**src/rtl/tmt_pkg.sv**
```systemverilog
package tmt_pkg;

  localparam int NUM_CH     = 3;
  localparam int FLD_PER_CH = 3;
  localparam int STAT_W     = NUM_CH * FLD_PER_CH;
  localparam int CTRL_W     = 11;
  localparam int UP_BIT     = 9;

  // register select within a block (address bits 3:2)
  localparam logic [1:0] SEL_CNT  = 2'd0;
  localparam logic [1:0] SEL_LOAD = 2'd1;
  localparam logic [1:0] SEL_CMPA = 2'd2;
  localparam logic [1:0] SEL_CMPB = 2'd3;
  localparam logic [1:0] SEL_CTRL = 2'd0;
  localparam logic [1:0] SEL_STAT = 2'd1;
  localparam logic [1:0] SEL_MASK = 2'd2;
  localparam logic [1:0] BLK_MISC = 2'd3;

  typedef struct packed {
    logic run;
    logic ext_sel;
    logic ovf_ie;
  } ch_cfg_t;

  function automatic logic [CTRL_W-1:0] ctrl_wmask(input int layout);
    logic [CTRL_W-1:0] m;
    m = '0;
    for (int c = 0; c < NUM_CH; c++) begin
      for (int f = 0; f < FLD_PER_CH; f++) begin
        m[((layout == 0) ? FLD_PER_CH : 4) * c + f] = 1'b1;
      end
    end
    if (layout == 0) m[UP_BIT] = 1'b1;
    return m;
  endfunction

endpackage

```
**src/rtl/tmt_ext_sync.sv**
```systemverilog
module tmt_ext_sync (
  input  logic clk,
  input  logic rst_n,
  input  logic ext_in,
  output logic tick
);

  logic s1_q, s2_q, s3_q;

  always_ff @(posedge clk or negedge rst_n) begin
    if (!rst_n) begin
      s1_q <= 1'b0;
      s2_q <= 1'b0;
      s3_q <= 1'b0;
    end else begin
      s1_q <= ext_in;
      s2_q <= s1_q;
      s3_q <= s2_q;
    end
  end

  assign tick = s2_q & ~s3_q;

  AST_TICK_SINGLE: assert property (@(posedge clk) disable iff (!rst_n)
    tick |=> !tick);

endmodule

```
**src/rtl/tmt_channel.sv**
```systemverilog
module tmt_channel
  import tmt_pkg::*;
#(
  parameter int CNT_W = 32
) (
  input  logic             clk,
  input  logic             rst_n,
  input  ch_cfg_t          cfg,
  input  logic             count_up,
  input  logic             ext_tick,
  input  logic             wr_cnt,
  input  logic             wr_load,
  input  logic             wr_cmpa,
  input  logic             wr_cmpb,
  input  logic [CNT_W-1:0] wdata,
  output logic [CNT_W-1:0] cnt,
  output logic [CNT_W-1:0] load,
  output logic [CNT_W-1:0] cmpa,
  output logic [CNT_W-1:0] cmpb,
  output logic             ev_cmpa,
  output logic             ev_cmpb,
  output logic             ev_ovf
);

  localparam logic [CNT_W-1:0] ONE  = {{(CNT_W-1){1'b0}}, 1'b1};
  localparam logic [CNT_W-1:0] ONES = {CNT_W{1'b1}};

  logic [CNT_W-1:0] cnt_q, cnt_d, cnt_adv;
  logic [CNT_W-1:0] load_q, cmpa_q, cmpb_q;
  logic             step, at_end, src_tick;

  always_comb begin
    src_tick = cfg.ext_sel ? ext_tick : 1'b1;
    step     = cfg.run & src_tick & ~wr_cnt;
    at_end   = count_up ? (cnt_q == ONES) : (cnt_q == '0);
    if (at_end)        cnt_adv = load_q;
    else if (count_up) cnt_adv = cnt_q + ONE;
    else               cnt_adv = cnt_q - ONE;
    cnt_d = cnt_q;
    if (wr_cnt)    cnt_d = wdata;
    else if (step) cnt_d = cnt_adv;
  end

  assign ev_ovf  = step & at_end;
  assign ev_cmpa = step & (cnt_adv == cmpa_q);
  assign ev_cmpb = step & (cnt_adv == cmpb_q);

  always_ff @(posedge clk or negedge rst_n) begin
    if (!rst_n) begin
      cnt_q  <= '0;
      load_q <= '0;
      cmpa_q <= '0;
      cmpb_q <= '0;
    end else begin
      cnt_q <= cnt_d;
      if (wr_load) load_q <= wdata;
      if (wr_cmpa) cmpa_q <= wdata;
      if (wr_cmpb) cmpb_q <= wdata;
    end
  end

  assign cnt  = cnt_q;
  assign load = load_q;
  assign cmpa = cmpa_q;
  assign cmpb = cmpb_q;

  AST_CNT_WRITE: assert property (@(posedge clk) disable iff (!rst_n)
    wr_cnt |=> cnt_q == $past(wdata));

  AST_HOLD_WHEN_OFF: assert property (@(posedge clk) disable iff (!rst_n)
    (!cfg.run && !wr_cnt) |=> $stable(cnt_q));

  AST_RELOAD_AT_ZERO: assert property (@(posedge clk) disable iff (!rst_n)
    (cfg.run && !cfg.ext_sel && !wr_cnt && !count_up && cnt_q == '0)
      |=> cnt_q == $past(load_q));

endmodule

```
**src/rtl/tmt_irq.sv**
```systemverilog
module tmt_irq #(
  parameter int N = 9
) (
  input  logic         clk,
  input  logic         rst_n,
  input  logic [N-1:0] set_ev,
  input  logic [N-1:0] clr_req,
  input  logic         mask_we,
  input  logic [N-1:0] mask_wdata,
  input  logic [N-1:0] gate,
  output logic [N-1:0] status,
  output logic [N-1:0] mask,
  output logic         irq
);

  logic [N-1:0] stat_q, stat_d, mask_q;

  always_comb begin
    stat_d = (stat_q & ~clr_req) | set_ev;
  end

  always_ff @(posedge clk or negedge rst_n) begin
    if (!rst_n) begin
      stat_q <= '0;
      mask_q <= '0;
    end else begin
      stat_q <= stat_d;
      if (mask_we) mask_q <= mask_wdata;
    end
  end

  assign status = stat_q;
  assign mask   = mask_q;
  assign irq    = |(stat_q & ~mask_q & gate);

  AST_W1C_CLEARS: assert property (@(posedge clk) disable iff (!rst_n)
    ((clr_req & ~set_ev) != '0) |=> ((stat_q & $past(clr_req & ~set_ev)) == '0));

  AST_STICKY: assert property (@(posedge clk) disable iff (!rst_n)
    1'b1 |=> ((~stat_q & $past(stat_q) & ~$past(clr_req)) == '0));

  AST_FULL_MASK_QUIET: assert property (@(posedge clk) disable iff (!rst_n)
    (&mask_q) |-> !irq);

endmodule

```
**src/rtl/tri_match_timer.sv**
```systemverilog
module tri_match_timer
  import tmt_pkg::*;
#(
  parameter int CNT_W  = 32,
  parameter int ADDR_W = 8,
  parameter int LAYOUT = 0
) (
  input  logic              clk,
  input  logic              rst_n,
  input  logic              ext_clk,
  input  logic              bus_en,
  input  logic              bus_we,
  input  logic [ADDR_W-1:0] bus_addr,
  input  logic [CNT_W-1:0]  bus_wdata,
  output logic [CNT_W-1:0]  bus_rdata,
  output logic              irq
);

  localparam logic [CTRL_W-1:0] CTRL_WMASK = ctrl_wmask(LAYOUT);
  localparam int FSTRIDE = (LAYOUT == 0) ? FLD_PER_CH : 4;

  // reset: asynchronous assert, synchronous release
  logic rs1_q, rs2_q, rst_i_n;
  always_ff @(posedge clk or negedge rst_n) begin
    if (!rst_n) begin
      rs1_q <= 1'b0;
      rs2_q <= 1'b0;
    end else begin
      rs1_q <= 1'b1;
      rs2_q <= rs1_q;
    end
  end
  assign rst_i_n = rs2_q;

  // address decode
  logic       addr_ok, wr;
  logic [1:0] blk, rsel;
  assign blk     = bus_addr[5:4];
  assign rsel    = bus_addr[3:2];
  assign addr_ok = (bus_addr[1:0] == 2'b00) && (bus_addr[ADDR_W-1:6] == '0);
  assign wr      = bus_en & bus_we & addr_ok;

  logic ctrl_we, stat_we, mask_we;
  assign ctrl_we = wr && (blk == BLK_MISC) && (rsel == SEL_CTRL);
  assign stat_we = wr && (blk == BLK_MISC) && (rsel == SEL_STAT);
  assign mask_we = wr && (blk == BLK_MISC) && (rsel == SEL_MASK);

  // control register
  logic [CTRL_W-1:0] ctrl_q, ctrl_d;
  always_comb begin
    ctrl_d = ctrl_q;
    if (ctrl_we) ctrl_d = bus_wdata[CTRL_W-1:0] & CTRL_WMASK;
  end
  always_ff @(posedge clk or negedge rst_i_n) begin
    if (!rst_i_n) ctrl_q <= '0;
    else          ctrl_q <= ctrl_d;
  end

  logic count_up;
  generate
    if (LAYOUT == 0) begin : g_dense
      assign count_up = ctrl_q[UP_BIT];
    end else begin : g_aligned
      assign count_up = 1'b0;
    end
  endgenerate

  // external clock source
  logic ext_tick;
  tmt_ext_sync u_ext_sync (
    .clk    (clk),
    .rst_n  (rst_i_n),
    .ext_in (ext_clk),
    .tick   (ext_tick)
  );

  // channels
  ch_cfg_t          cfg_a  [NUM_CH];
  logic [CNT_W-1:0] cnt_a  [NUM_CH];
  logic [CNT_W-1:0] load_a [NUM_CH];
  logic [CNT_W-1:0] cmpa_a [NUM_CH];
  logic [CNT_W-1:0] cmpb_a [NUM_CH];
  logic [STAT_W-1:0] set_ev, gate;

  generate
    for (genvar i = 0; i < NUM_CH; i++) begin : g_ch
      localparam int B = FSTRIDE * i;
      logic ch_wr;
      assign ch_wr = wr && (blk == 2'(i));

      assign cfg_a[i].run     = ctrl_q[B];
      assign cfg_a[i].ext_sel = ctrl_q[B+1];
      assign cfg_a[i].ovf_ie  = ctrl_q[B+2];

      assign gate[FLD_PER_CH*i]   = 1'b1;
      assign gate[FLD_PER_CH*i+1] = 1'b1;
      assign gate[FLD_PER_CH*i+2] = cfg_a[i].ovf_ie;

      tmt_channel #(.CNT_W(CNT_W)) u_ch (
        .clk      (clk),
        .rst_n    (rst_i_n),
        .cfg      (cfg_a[i]),
        .count_up (count_up),
        .ext_tick (ext_tick),
        .wr_cnt   (ch_wr && (rsel == SEL_CNT)),
        .wr_load  (ch_wr && (rsel == SEL_LOAD)),
        .wr_cmpa  (ch_wr && (rsel == SEL_CMPA)),
        .wr_cmpb  (ch_wr && (rsel == SEL_CMPB)),
        .wdata    (bus_wdata),
        .cnt      (cnt_a[i]),
        .load     (load_a[i]),
        .cmpa     (cmpa_a[i]),
        .cmpb     (cmpb_a[i]),
        .ev_cmpa  (set_ev[FLD_PER_CH*i]),
        .ev_cmpb  (set_ev[FLD_PER_CH*i+1]),
        .ev_ovf   (set_ev[FLD_PER_CH*i+2])
      );
    end
  endgenerate

  // interrupt aggregation
  logic [STAT_W-1:0] status, mask, clr_req;
  assign clr_req = stat_we ? bus_wdata[STAT_W-1:0] : '0;

  tmt_irq #(.N(STAT_W)) u_irq (
    .clk        (clk),
    .rst_n      (rst_i_n),
    .set_ev     (set_ev),
    .clr_req    (clr_req),
    .mask_we    (mask_we),
    .mask_wdata (bus_wdata[STAT_W-1:0]),
    .gate       (gate),
    .status     (status),
    .mask       (mask),
    .irq        (irq)
  );

  // read mux
  always_comb begin
    bus_rdata = '0;
    if (addr_ok) begin
      if (blk == BLK_MISC) begin
        case (rsel)
          SEL_CTRL: bus_rdata = {{(CNT_W-CTRL_W){1'b0}}, ctrl_q};
          SEL_STAT: bus_rdata = {{(CNT_W-STAT_W){1'b0}}, status};
          SEL_MASK: bus_rdata = {{(CNT_W-STAT_W){1'b0}}, mask};
          default:  bus_rdata = '0;
        endcase
      end else begin
        for (int i = 0; i < NUM_CH; i++) begin
          if (blk == 2'(i)) begin
            case (rsel)
              SEL_CNT:  bus_rdata = cnt_a[i];
              SEL_LOAD: bus_rdata = load_a[i];
              SEL_CMPA: bus_rdata = cmpa_a[i];
              default:  bus_rdata = cmpb_a[i];
            endcase
          end
        end
      end
    end
  end

  AST_CTRL_IMPL_BITS: assert property (@(posedge clk) disable iff (!rst_i_n)
    (ctrl_q & ~CTRL_WMASK) == '0);

  AST_MASKED_OVF_QUIET: assert property (@(posedge clk) disable iff (!rst_i_n)
    (!cfg_a[0].ovf_ie && status == 9'h004) |-> !irq);

endmodule

```
**config.mk**
```make
export PLATFORM = sky130hd
export DESIGN_NAME = tri_match_timer
export DESIGN_NICKNAME = d
export VERILOG_FILES = /design/src/rtl/tmt_pkg.sv /design/src/rtl/tmt_ext_sync.sv /design/src/rtl/tmt_channel.sv /design/src/rtl/tmt_irq.sv /design/src/rtl/tri_match_timer.sv
export SDC_FILE = /design/constraint.sdc
export NUM_CORES = 1
export LEC_CHECK = 0
export BUFFER_PORTS_ARGS = -buffer_cell sky130_fd_sc_hd__clkbuf_2
export CAP_MARGIN = 0
export CORE_UTILIZATION = 59
export CTS_BUF_LIST = sky130_fd_sc_hd__clkbuf_2 sky130_fd_sc_hd__clkbuf_4 sky130_fd_sc_hd__clkbuf_8
export CTS_CLUSTER_DIAMETER = 40
export DETAILED_ROUTE_END_ITERATION = 10
export PLACE_DENSITY_LB_ADDON = 0.08
export SLEW_MARGIN = 10
export SYNTH_ARGS = -nofsm -noshare
export SYNTH_HDL_FRONTEND = slang
export SYNTH_SLANG_ARGS = --single-unit
```
**constraint.sdc**
```tcl
create_clock -name clk -period 13.6 [get_ports clk]
set_input_delay 1.36 -clock clk [delete_from_list [all_inputs] [get_ports clk]]
set_output_delay 1.36 -clock clk [all_outputs]
set_load 0.02 [all_outputs]
```
==> impl_metrics.yaml <==
cells_and_area:
  finalNonFillerCells: 4283
  area_growth_syn_to_layout_pct: 8.118
  drive_gt1_share_pct: 18.38
  nNetsFinal: 3662
  fin_util_pct: 64.90
placement:
  dp_hpwl_um: 103000
  routabilityCongestion: 1.084
  dp.cells: 4136
  io_buffers: 77
timing:
  skew_ns: 0.05341
  finalSetupViolCount: 0
  worst_pin_slew_ns: 1.329
  max_slew_margin_pct: 9.128
  fin_crit_ns: 5.949
  final.setup.tns_ns: 0
  finalMaxSlewViolations: 0
  timing.hold.ws_ns: 0.3488
  fmax_mhz: 168.1
  finalCritPeriodShare_pct: 43.74
  rsz0062_at_grt: "no"
  finalHoldViolations: 0
run_status:
  status: "finished clean"
min_path:
  hp-start: "rs1_q$_DFF_PN0_"
  min_path_type: "reg2reg"
global_route:
  antenna_found_initial: 7
  grt_pass1_vias: 30290
  grt_max_degree: 165
  gr-total-overflow: 0
  grt_pass1_wl_um: 203600
  grt_usage_pct: 49.54
synthesis:
  async_reset_ff_share_pct: 100.0
  postSynthCellCount: 3577
  synth_most_common_cell: "dfrtp_1"
  yosys-top-cells-count: "dfrtp_1 (417), nand2_1 (360), o21ai_0 (266), mux2_2 (259), nor2_1 (251)"
  syn-num-nets: 3715
  ys_warn_count: 0
  synth_cell_types: 91
  ys_seq_area_share_pct: 32.18
  synthFlopType: "dfrtp_1"
  yosysTopAreaCell: "dfrtp_1"
  synth_area_mm2: 0.03243
  yosys-top-cells-area: "dfrtp_1 (32%), mux2_2 (9.0%), mux4_2 (6.0%)"
  synth_area_per_cell_um2: 9.066
  synth_seq_cells: 417
  synth_edf_count: 0
  yosysTopAreaCellShare_pct: 32.18
worst_setup_path:
  required_ns: 14.22
  criticalPathCategory: "reg2reg"
  crit_arrival_ns: 6.57
  crit_fanout: 50
  path_cells: "clkinv_2 -> buf_4 -> buf_4 -> ha_1 -> a21o_1 -> a22o_1 -> a221oi_2 -> a21oi_1 -> o211a_1 -> o21ai_0 -> nor3b_1 -> o21a_1 -> o2111ai_1 -> or4_1 -> o21ai_1"
  cp_common_cell: "buf_4"
  critPathLaunch: "ctrl_q[9]$_DFFE_PN0P_"
  r2r_start: "ctrl_q[9]$_DFFE_PN0P_"
  cp_slowest_cell: "nor3b_1"
  critical-path-max-stage-delay_ns: 1.05
  cp_top_family: "compound AO/OA/AOI/OAI gates"
  critPathLaunchType: "flop"
  end_kind: "flop"
  path_buf_inv: 3
drt:
  ant_nets: 0
  drc: 0
  dr.pass1.iters: 6
  wl_per_cell_um: 32.63
  routed_wl_um: 139800
  drt-vias-per-instance: 7.477
  vias: 32020
  drt_iter0_drc: 5237
pwr:
  p_leak_nw: 15.31
  fin_total_pwr_mw: 5.993
  peakVddDrop_mv: 0.1215
  p_per_area_mw_per_mm2: 170.9
die:
  die_h_um: 236.4
  core_area_mm2: 0.05403
  dieArea_mm2: 0.05591
  ioPinCount: 78
  die_width_um: 236.4
  rows: 85
  start_util_pct: 60.03
clocking:
  cts_hold_buffers: 0
  cts_tree: "built"
  clock_path_buffers: 3
  path_clk_slew_ns: 0.06
  post_cts_buffers: 0
  insertion_delay_ns: 0.72
  postCtsResizedCells: 0
  cts_made_buffers: 82
  htreeDepth: 3
  clock-sinks: 417
  cts-root-buf: "clkbuf_8"
run:
  cap_violations: 0
layer usage:
layer	vias up	GRT usage (%)	routed length, um	part of all wire, %
met4	6	29.57	10560	7.6
met2	2748	69.94	56620	41
met3	645	19.34	22580	16
met1	15500	63.94	49920	36
li1	13120	-	-	-
met5	-	0	81	0.058
flip-flops by register name, summed over array words and instances (netlist names):
signal           count
g_ch.u_ch.cmpa      96
u_irq.status         9
g_ch.u_ch.cmpb      96
u_irq.mask           9
u_ext_sync.s3_q      1
u_ext_sync.s2_q      1
g_ch.u_ch.cnt       96
u_ext_sync.s1_q      1
rs1_q                1
g_ch.u_ch.load      96
ctrl_q              10
rs2_q                1
final cells by class:
cell class	count	area, um2
Antenna cell	1	2.502
Clock buffer	110	1464
Clock inverter	36	494.2
Fill cell	4435	18960
Inverter	89	335.3
Multi-Input combinational cell	2821	20780
Sequential cell	417	10440
Tap cell	696	870.8
Timing Repair Buffer	113	679.4
cell usage in the layout, fill, tap and decap left out, types with 29 or more instances in the layout:
master,synthesis,final
dfrtp_1,417,416
nand2_1,360,357
o21ai_0,266,266
mux2_2,259,259
a21oi_1,244,244
nor2_1,251,239
xnor2_1,199,199
xor2_1,146,146
clkbuf_8,0,102
ha_1,90,90
inv_1,89,88
mux4_2,86,86
nand4_1,81,81
clkbuf_2,0,74
mux2i_1,69,69
a211oi_1,57,57
nand3_1,55,55
nor4_1,53,53
nor3_1,53,52
a21o_1,46,46
a31oi_1,41,41
o211ai_1,39,39
buf_4,2,37
o22ai_1,29,29
power breakdown:
group          switching [mW]  leakage, nW  total [mW]  internal (mW)
registers               0.376         5.22        1.76           1.38
clock network           0.632        0.998        1.53          0.902
logic                    1.73         9.08        2.70          0.970
total                    2.74         15.3        5.99           3.26
final timing paths:
check	endpoint	slack, ns	cells after the start
worst max-delay path	u_irq.status[6]$_DFF_PN0_	7.65	15
max in group asynchronous	g_ch[2].u_ch.cnt[20]$_DFFE_PN0P_	9.88	3
worst min-delay path	rs2_q$_DFF_PN0_	0.35	0
worst min register to register	rs2_q$_DFF_PN0_	0.35	0
worst max register to register	u_irq.status[6]$_DFF_PN0_	7.65	15
min in group asynchronous	g_ch[1].u_ch.cmpa[15]$_DFFE_PN0P_	0.39	0
stage by stage:
| stage | worst slack (ns) | instance area (um2) |
|---|---|---|
| floorplan | 1.117 | 32430 |
| global placement | 7.797 | 33100 |
| CTS | 7.796 | 35060 |
| finish | 7.651 | 35060 |
| global route | 7.474 | 35060 |
| detailed placement | 7.793 | 33100 |
cells by family (layout without fill, tap and decap cells):
logic type | Yosys count | after routing | share of synthesized area [%]
AND/OR/NAND/NOR | 1011 | 1011 | 14.73
AO/OA/AOI/OAI | 956 | 956 | 18.87
flip-flops | 417 | 417 | 32.18
multiplexers | 414 | 414 | 17.10
XOR/XNOR | 346 | 346 | 9.387
buffers and inverters | 339 | 348 | 4.066
adder cells (fa/ha/maj) | 93 | 93 | 3.658
other | 1 | 2 | 0.01156
Note: power is estimated with default switching activity, not from simulation.
